### src/rtl/conpan_pkg.sv
package conpan_pkg;
    typedef enum logic [1:0] {
        SEL_P = 2'b00,
        SEL_I = 2'b01,
        SEL_B = 2'b10,
        SEL_A = 2'b11
    } regsel_e;

    localparam int NUM_SRC = 4;
endpackage

### src/rtl/conpan_src_mux.sv
// One-hot AND-OR selection of the register to be shown.
module conpan_src_mux
    import conpan_pkg::*;
#(
    parameter int DW = 24
) (
    input  logic [1:0]                 sel,
    input  logic [NUM_SRC-1:0][DW-1:0] src,
    output logic [DW-1:0]              word
);
    logic [NUM_SRC-1:0]         hot;
    logic [NUM_SRC-1:0][DW-1:0] gated;

    always_comb begin
        hot = '0;
        hot[sel] = 1'b1;
    end

    for (genvar g = 0; g < NUM_SRC; g++) begin : g_gate
        assign gated[g] = {DW{hot[g]}} & src[g];
    end

    always_comb begin
        word = '0;
        for (int k = 0; k < NUM_SRC; k++) begin
            word = word | gated[k];
        end
    end
endmodule

### src/rtl/conpan_merge.sv
// Forms the adder bus: read path (suppressed by clear) ORed with buttons.
module conpan_merge #(
    parameter int DW = 24
) (
    input  logic          live,
    input  logic          clr,
    input  logic          writable,
    input  logic [DW-1:0] reg_word,
    input  logic [DW-1:0] btn,
    output logic [DW-1:0] bus_word
);
    logic [DW-1:0] read_path;
    logic [DW-1:0] btn_path;

    assign read_path = clr      ? '0  : reg_word;
    assign btn_path  = writable ? btn : '0;
    assign bus_word  = live ? (read_path | btn_path) : '0;
endmodule

### src/rtl/conpan_dp.sv
module conpan_dp
    import conpan_pkg::*;
#(
    parameter int DW = 24
) (
    input  logic          clk,
    input  logic          rst_n,
    input  logic          man_mode,
    input  logic          con_en,
    input  logic          hold_phase,
    input  logic [1:0]    sel,
    input  logic          clr_btn,
    input  logic [DW-1:0] bit_btn,
    input  logic [DW-1:0] reg_p,
    input  logic [DW-1:0] reg_i,
    input  logic [DW-1:0] reg_b,
    input  logic [DW-1:0] reg_a,
    output logic [DW-1:0] lamp_bus,
    output logic          wr_a,
    output logic          wr_b
);
    typedef struct packed {
        logic [DW-1:0] bus;
        logic          wr_a;
        logic          wr_b;
        logic          arm_a;
        logic          arm_b;
    } state_t;

    state_t st_d, st_q;

    logic [NUM_SRC-1:0][DW-1:0] srcs;
    logic [DW-1:0]              sel_word;
    logic [DW-1:0]              bus_word;
    logic                       live;
    logic                       writable;
    regsel_e                    sel_e;

    assign sel_e    = regsel_e'(sel);
    assign live     = man_mode & con_en & hold_phase;
    assign writable = (sel_e == SEL_A) | (sel_e == SEL_B);

    assign srcs[SEL_P] = reg_p;
    assign srcs[SEL_I] = reg_i;
    assign srcs[SEL_B] = reg_b;
    assign srcs[SEL_A] = reg_a;

    conpan_src_mux #(.DW(DW)) u_mux (
        .sel  (sel),
        .src  (srcs),
        .word (sel_word)
    );

    conpan_merge #(.DW(DW)) u_merge (
        .live     (live),
        .clr      (clr_btn),
        .writable (writable),
        .reg_word (sel_word),
        .btn      (bit_btn),
        .bus_word (bus_word)
    );

    always_comb begin
        st_d       = st_q;
        st_d.bus   = bus_word;
        st_d.arm_a = live & (sel_e == SEL_A);
        st_d.arm_b = live & (sel_e == SEL_B);
        st_d.wr_a  = st_d.arm_a & ~st_q.arm_a;
        st_d.wr_b  = st_d.arm_b & ~st_q.arm_b;
    end

    always_ff @(posedge clk or negedge rst_n) begin
        if (!rst_n) begin
            st_q <= '0;
        end else begin
            st_q <= st_d;
        end
    end

    assign lamp_bus = st_q.bus;
    assign wr_a     = st_q.wr_a;
    assign wr_b     = st_q.wr_b;
endmodule

### config.mk
export PLATFORM = sky130hd
export DESIGN_NAME = conpan_dp
export DESIGN_NICKNAME = d
export VERILOG_FILES = /design/src/rtl/conpan_pkg.sv /design/src/rtl/conpan_src_mux.sv /design/src/rtl/conpan_merge.sv /design/src/rtl/conpan_dp.sv
export SDC_FILE = /design/constraint.sdc
export NUM_CORES = 1
export LEC_CHECK = 0
export BUFFER_PORTS_ARGS = -buffer_cell sky130_fd_sc_hd__buf_2
export CORE_ASPECT_RATIO = 0.9
export CORE_MARGIN = 5
export CORE_UTILIZATION = 40
export CTS_BUF_LIST = sky130_fd_sc_hd__clkbuf_8
export CTS_CLUSTER_DIAMETER = 50
export DETAILED_ROUTE_END_ITERATION = 8
export HOLD_SLACK_MARGIN = 0.05
export MAX_ROUTING_LAYER = met4
export PLACE_DENSITY_LB_ADDON = 0.3
export SYNTH_ARGS = -nofsm -noshare
export SYNTH_HDL_FRONTEND = slang
export SYNTH_SLANG_ARGS = --single-unit
### constraint.sdc
create_clock -name clk -period 0.8 [get_ports clk]
set_clock_uncertainty 0.05 [all_clocks]
set_input_delay 0.04 -clock clk [delete_from_list [all_inputs] [get_ports clk]]
set_output_delay 0.04 -clock clk [all_outputs]
set_load 0.01 [all_outputs]
-- After elaboration in Yosys (flattened, before gate mapping)
Index checks and enable logic that the tools add are counted.
- register bits after elaboration: 28
- input bits: 128
- output and inout bits: 26
- word-level logic and storage cells: 32
- magnitude comparators: 2
- equal/unequal tests: 2
- multiplexer cells: 5
- bitwise logic cells: 17
- reduce and logical (&&, ||, !) cells: 1
- operators with widths (cell ; number):
    $and 24x24->24 ; 4
    $or 24x24->24 ; 4
    $mux 24 ; 3
    $and 1x1->1 ; 6
    $eq 2x2->1 const B ; 2
    $lt 2x3->1 const B ; 1
    $demux 1 s2 ; 1
    $ge 2x1->1 const B ; 1
    $not 1->1 ; 2
    $logic_and 1x1->1 ; 1
    $mux 1 ; 1
    $or 1x1->1 ; 1

-- Longest topological paths before layout
- word-level depth: 11
- gate-level depth with buffers: 5
- depth with buffers taken out: 3

-- Hierarchy
Synthesis repeated with hierarchy kept, for this count alone.
- cells, all modules: 169
- area, all modules: 2087.0 um^2
- by module, submodules not included (module ; instances ; cells each ; area an instance (um^2) ; sequential area each (um^2)):
    conpan_dp ; 1 ; 61 ; 935.9 ; 700.7
    conpan_src_mux ; 1 ; 30 ; 621.8 ; 0.0
    conpan_merge ; 1 ; 78 ; 529.3 ; 0.0

-- Worst setup path before layout
No wires, ideal clock.
- path kind: input-to-reg
- from: in sel[1]
- to: reg st_q, in the netlist lamp_bus[15]
- setup time: 132 ps
- arrival time: 960 ps
- data required time: 618 ps
- setup slack: -341 ps
- stages: 5
- path buffers: 2
- cell sequence: buf_6 > buf_2 > mux2_2 > a222oi_1 > nor2_1
- word-level cells in the longest chain between the ends: 11
- elaborated cells on any way between the ends: 19
- classes of those cells: order compare: 2; eq/ne: 2; mux: 5; bitwise: 9; reduce/logical: 1
- ends and longest elaborated chain (element ; line ; text):
    start, declared ; conpan_dp.sv:11 ; input logic [1:0] sel,
    $lt 2x3->1 (implied by the code) / $ge 2x1->1 (equally long branches) ; conpan_src_mux.sv:16 ; hot[sel] = 1'b1;
    $logic_and 1x1->1 (implied by the code) ; conpan_src_mux.sv:16 ;
    $mux 1 (implied by the code) ; conpan_src_mux.sv:16 ;
    $demux 1 s2 ; - ;
    $and 24x24->24 ; conpan_src_mux.sv:20 ; assign gated[g] = {DW{hot[g]}} & src[g];
    $or 24x24->24 (3 in a row) ; conpan_src_mux.sv:26 ; word = word | gated[k];
    $mux 24 ; conpan_merge.sv:15 ; assign read_path = clr ? '0 : reg_word;
    $or 24x24->24 * ; conpan_merge.sv:17 ; assign bus_word = live ? (read_path | btn_path) : '0;
    $mux 24 * ; conpan_merge.sv:17 ;
    net bus_word[15] ; conpan_dp.sv:34 ; logic [DW-1:0] bus_word;
    end signal, assigned ; conpan_dp.sv:76 ; st_q <= st_d;
    end, declared ; conpan_dp.sv:30 ; state_t st_d, st_q;
The timed path passes the listed nets; every way through them passes the cells marked *.

-- Worst setup path after layout
- from: in sel[1]
- to: reg st_q, in the netlist lamp_bus[10]
The elaborated chain is that of the path after synthesis.

==> summary.md <==
| Metric | Value |
|---|---|
| Outcome | `complete, but fails checks` |
| Violated checks | `negative hold slack, negative setup slack` |
| Area of the mapped netlist | `around 1900 um^2` |
| Sequential-to-total area share from yosys stat | `36.7%` |
| H-tree depth | `1` |
| Period utilization | `116%` |
| Multi-input logic area | `1050 um^2` |
| Sequential standard cell area | `approximately 700 um^2` |
| Vias per cell | `around 5.3` |
| Main combinational cell family by area after synthesis | `multiplexers` |
| Post-Synth Simple-Gate Area | `7.14%` |
| Via count | `1949` |
| Max Root-Sink Buffers | `2` |
| IO Count | `154` |
| Max_cap viols | `0` |
| WL/cell | `18.5 um` |
| Critical path required time | `0.90 ns` |
| Final Util | `68.2%` |
| # rows | `23` |
| DRT iter0 DRCs | `227` |
| CTS Hold Bufs | `2` |
| Post-synthesis compound-gate area fraction | `12.6%` |
| Number of global-route vias before repair | `around 2.0k` |
| Post-Syn Nets | `300` |
| Final Max Slew Viols | `0` |
| Most frequent cells in the layout | `141 x buf_2, 28 x mux2_4, 28 x dfrtp_1, 25 x nor2_1, 24 x a222oi_1` |
| N_diodes | `0` |
| Worst-margin pin slew | `between 0.6 and 0.7 ns` |
| P&R area growth vs syn | `62.5%` |
| Initial antenna violation count | `0` |
| XOR/XNOR share of the synthesized area | `0%` |
| P per Cell Area | `1140 nW/um^2` |
| Chip width | `82.8 um` |
| RSZ-0062 raised after global routing | `yes` |
| Antenna Nets Post-Route | `0` |
| Mux cell area share after synthesis | `29.9%` |
| First-pass GRT wire length | `9790 um` |
| Worst skew pair latency | `0.27 ns` |
| Slowest Stage Delay on Critical Path | `0.34 ns` |
| Root buffer cell | `clkbuf_8` |
| Residual DRC | `0` |
| Setup ws final | `-0.125 ns` |
| VDD IR max | `approximately 780 uV` |
| Syn avg cell area | `11.1 um^2` |
| Worst Hold Class | `input port to flip-flop` |
| CTS Sinks | `28` |
| Pre-CTS WS | `-0.691 ns` |
| Height of the die | `75.5 um` |
| Worst Path Buf+Inv | `2` |
| Worst EP arrival | `1.03 ns` |
| Fmax | `between 1 and 1.5 GHz` |
| Crit-path cells | `buf_16, buf_12, mux2_4, a222oi_1, nor2_1` |
| Core area | `4550 um^2` |
| Fin Hold WS | `-0.00550 ns` |
| Routed WL | `~6900 um` |
| Yosys warning count | `0` |
| TritonRoute pass-1 iters | `7` |
| Power Total | `0.00354 W` |
| Total clock buffers created by CTS | `3` |
| Critical Path Fanout Max | `8` |
| Starting density of the core | `42.0%` |
| Reg-to-reg slack, setup | `~0.14 ns` |
| Leak | `1.69 nW` |
| Critical path capture point type | `flip-flop` |
| Commonest non-fill, non-tap cell in the layout | `buf_2` |
| CTS tree | `built` |
| Fillers | `~370` |
| Largest net degree at the start of global routing | `25` |
| GR Overflow Total | `0` |
| Adder-cell share of the synthesized area | `0%` |
| Delay-heaviest family, CP | `compound AO/OA/AOI/OAI gates` |
| GR Util All Layers | `roughly a fifth` |
| RD Place Congestion | `0.816` |
| Yosys reg bits | `28` |
| Nets | `438` |
| Slew headroom | `59.2%` |
| # setup viols final | `50` |
| Die area | `6260 um^2` |
| Synth cell types | `15` |
| Hold Vio Cnt, Final | `5` |
| Layout cells sized above 1 | `68.6%` |
| Reg clk slew, reported paths | `0.09 ns` |
| CP max stage cell | `a222oi_1` |
| Worst setup path class | `input port to flip-flop` |
| Gate Count Post-Synth | `~170` |
| Port Buffer Count | `153` |
| Startpoint Class | `input port` |
| Minimum clock period | `0.925 ns` |
[per-layer routing]
layer	up-vias	share of wire, %	track usage (%)
met2	120	49	34.0
li1	909	-	-
met3	6	7.9	3.03
met1	914	43	25.9
met4	0	0.89	4.72
met5	-	0	-
[timing repair]
action / 4_1_cts / 5_1_grt
hold endpoints to repair: 54 / 21
setup buffers: 0 / 1
setup endpoints to repair: 50 / 51
gates cloned: 5 / 5
pin swaps: 15 / 14
gates resized for setup: 30 / 14
[flip-flops by register name, indices dropped and copies added (netlist names)]
signal    count
lamp_bus     24
st_q          2
wr_a          1
wr_b          1
[tightest hold or removal path: cells and delay by family]
family / cells / cell delay, ns
compound gates: 1 / 0.08
buf+inv: 1 / 0.08
simple gates: 1 / 0.08
[through the flow]
stage	cell area (um^2)	std cells	setup TNS [ns]
after CTS	2910	365	-4.04
after floorplan	1950	172	-6.07
final	3100	371	-3.41
after global placement	2590	354	-14.26
after detailed placement	2590	354	-15.66
after global routing	3100	371	-5.05
[path summary, 6_finish.rpt]
check	to	from	cells past startpoint
max	lamp_bus[10]$_DFF_PN0_	sel[1]	5
min	lamp_bus[8]$_DFF_PN0_	bit_btn[8]	3
max reg2reg	wr_b$_DFF_PN0_	st_q[0]$_DFF_PN0_	1
min reg2reg	wr_a$_DFF_PN0_	st_q[1]$_DFF_PN0_	1
max in group asynchronous	lamp_bus[22]$_DFF_PN0_	rst_n	3
min in group asynchronous	lamp_bus[4]$_DFF_PN0_	rst_n	2
[cell type report]
cell class / instances / share of cell area [%]
Tap cell: 62 / 2.50
Sequential cell: 28 / 22.6
Timing Repair Buffer: 171 / 39.2
Multi-Input combinational cell: 106 / 33.9
Clock buffer: 4 / 1.77
[power breakdown]
group	internal (W)	switching [W]
clock	0.000440	0.000420
combinational	0.000755	0.000456
sequential	0.00145	0.0000141
total	0.00265	0.000890
[cell usage after synthesis, drive strengths merged]
cell type / n / share of area (%)
mux2: 48 / 30
buf: 34 / 13
dfrtp: 28 / 37
nor2: 26 / 5.1
a222oi: 24 / 13
clkbuf: 5 / 0.98
and3: 2 / 0.66
nor2b: 2 / 0.66
nand2: 1 / 0.20
nand3: 1 / 0.26
nor3: 1 / 0.26
[cell families after synthesis]
group / after synthesis
AO/OA/AOI/OAI: 24
buffers and inverters: 39
flip-flops: 28
multiplexers: 48
AND/OR/NAND/NOR: 33
(Power assumes the default switching activity.)
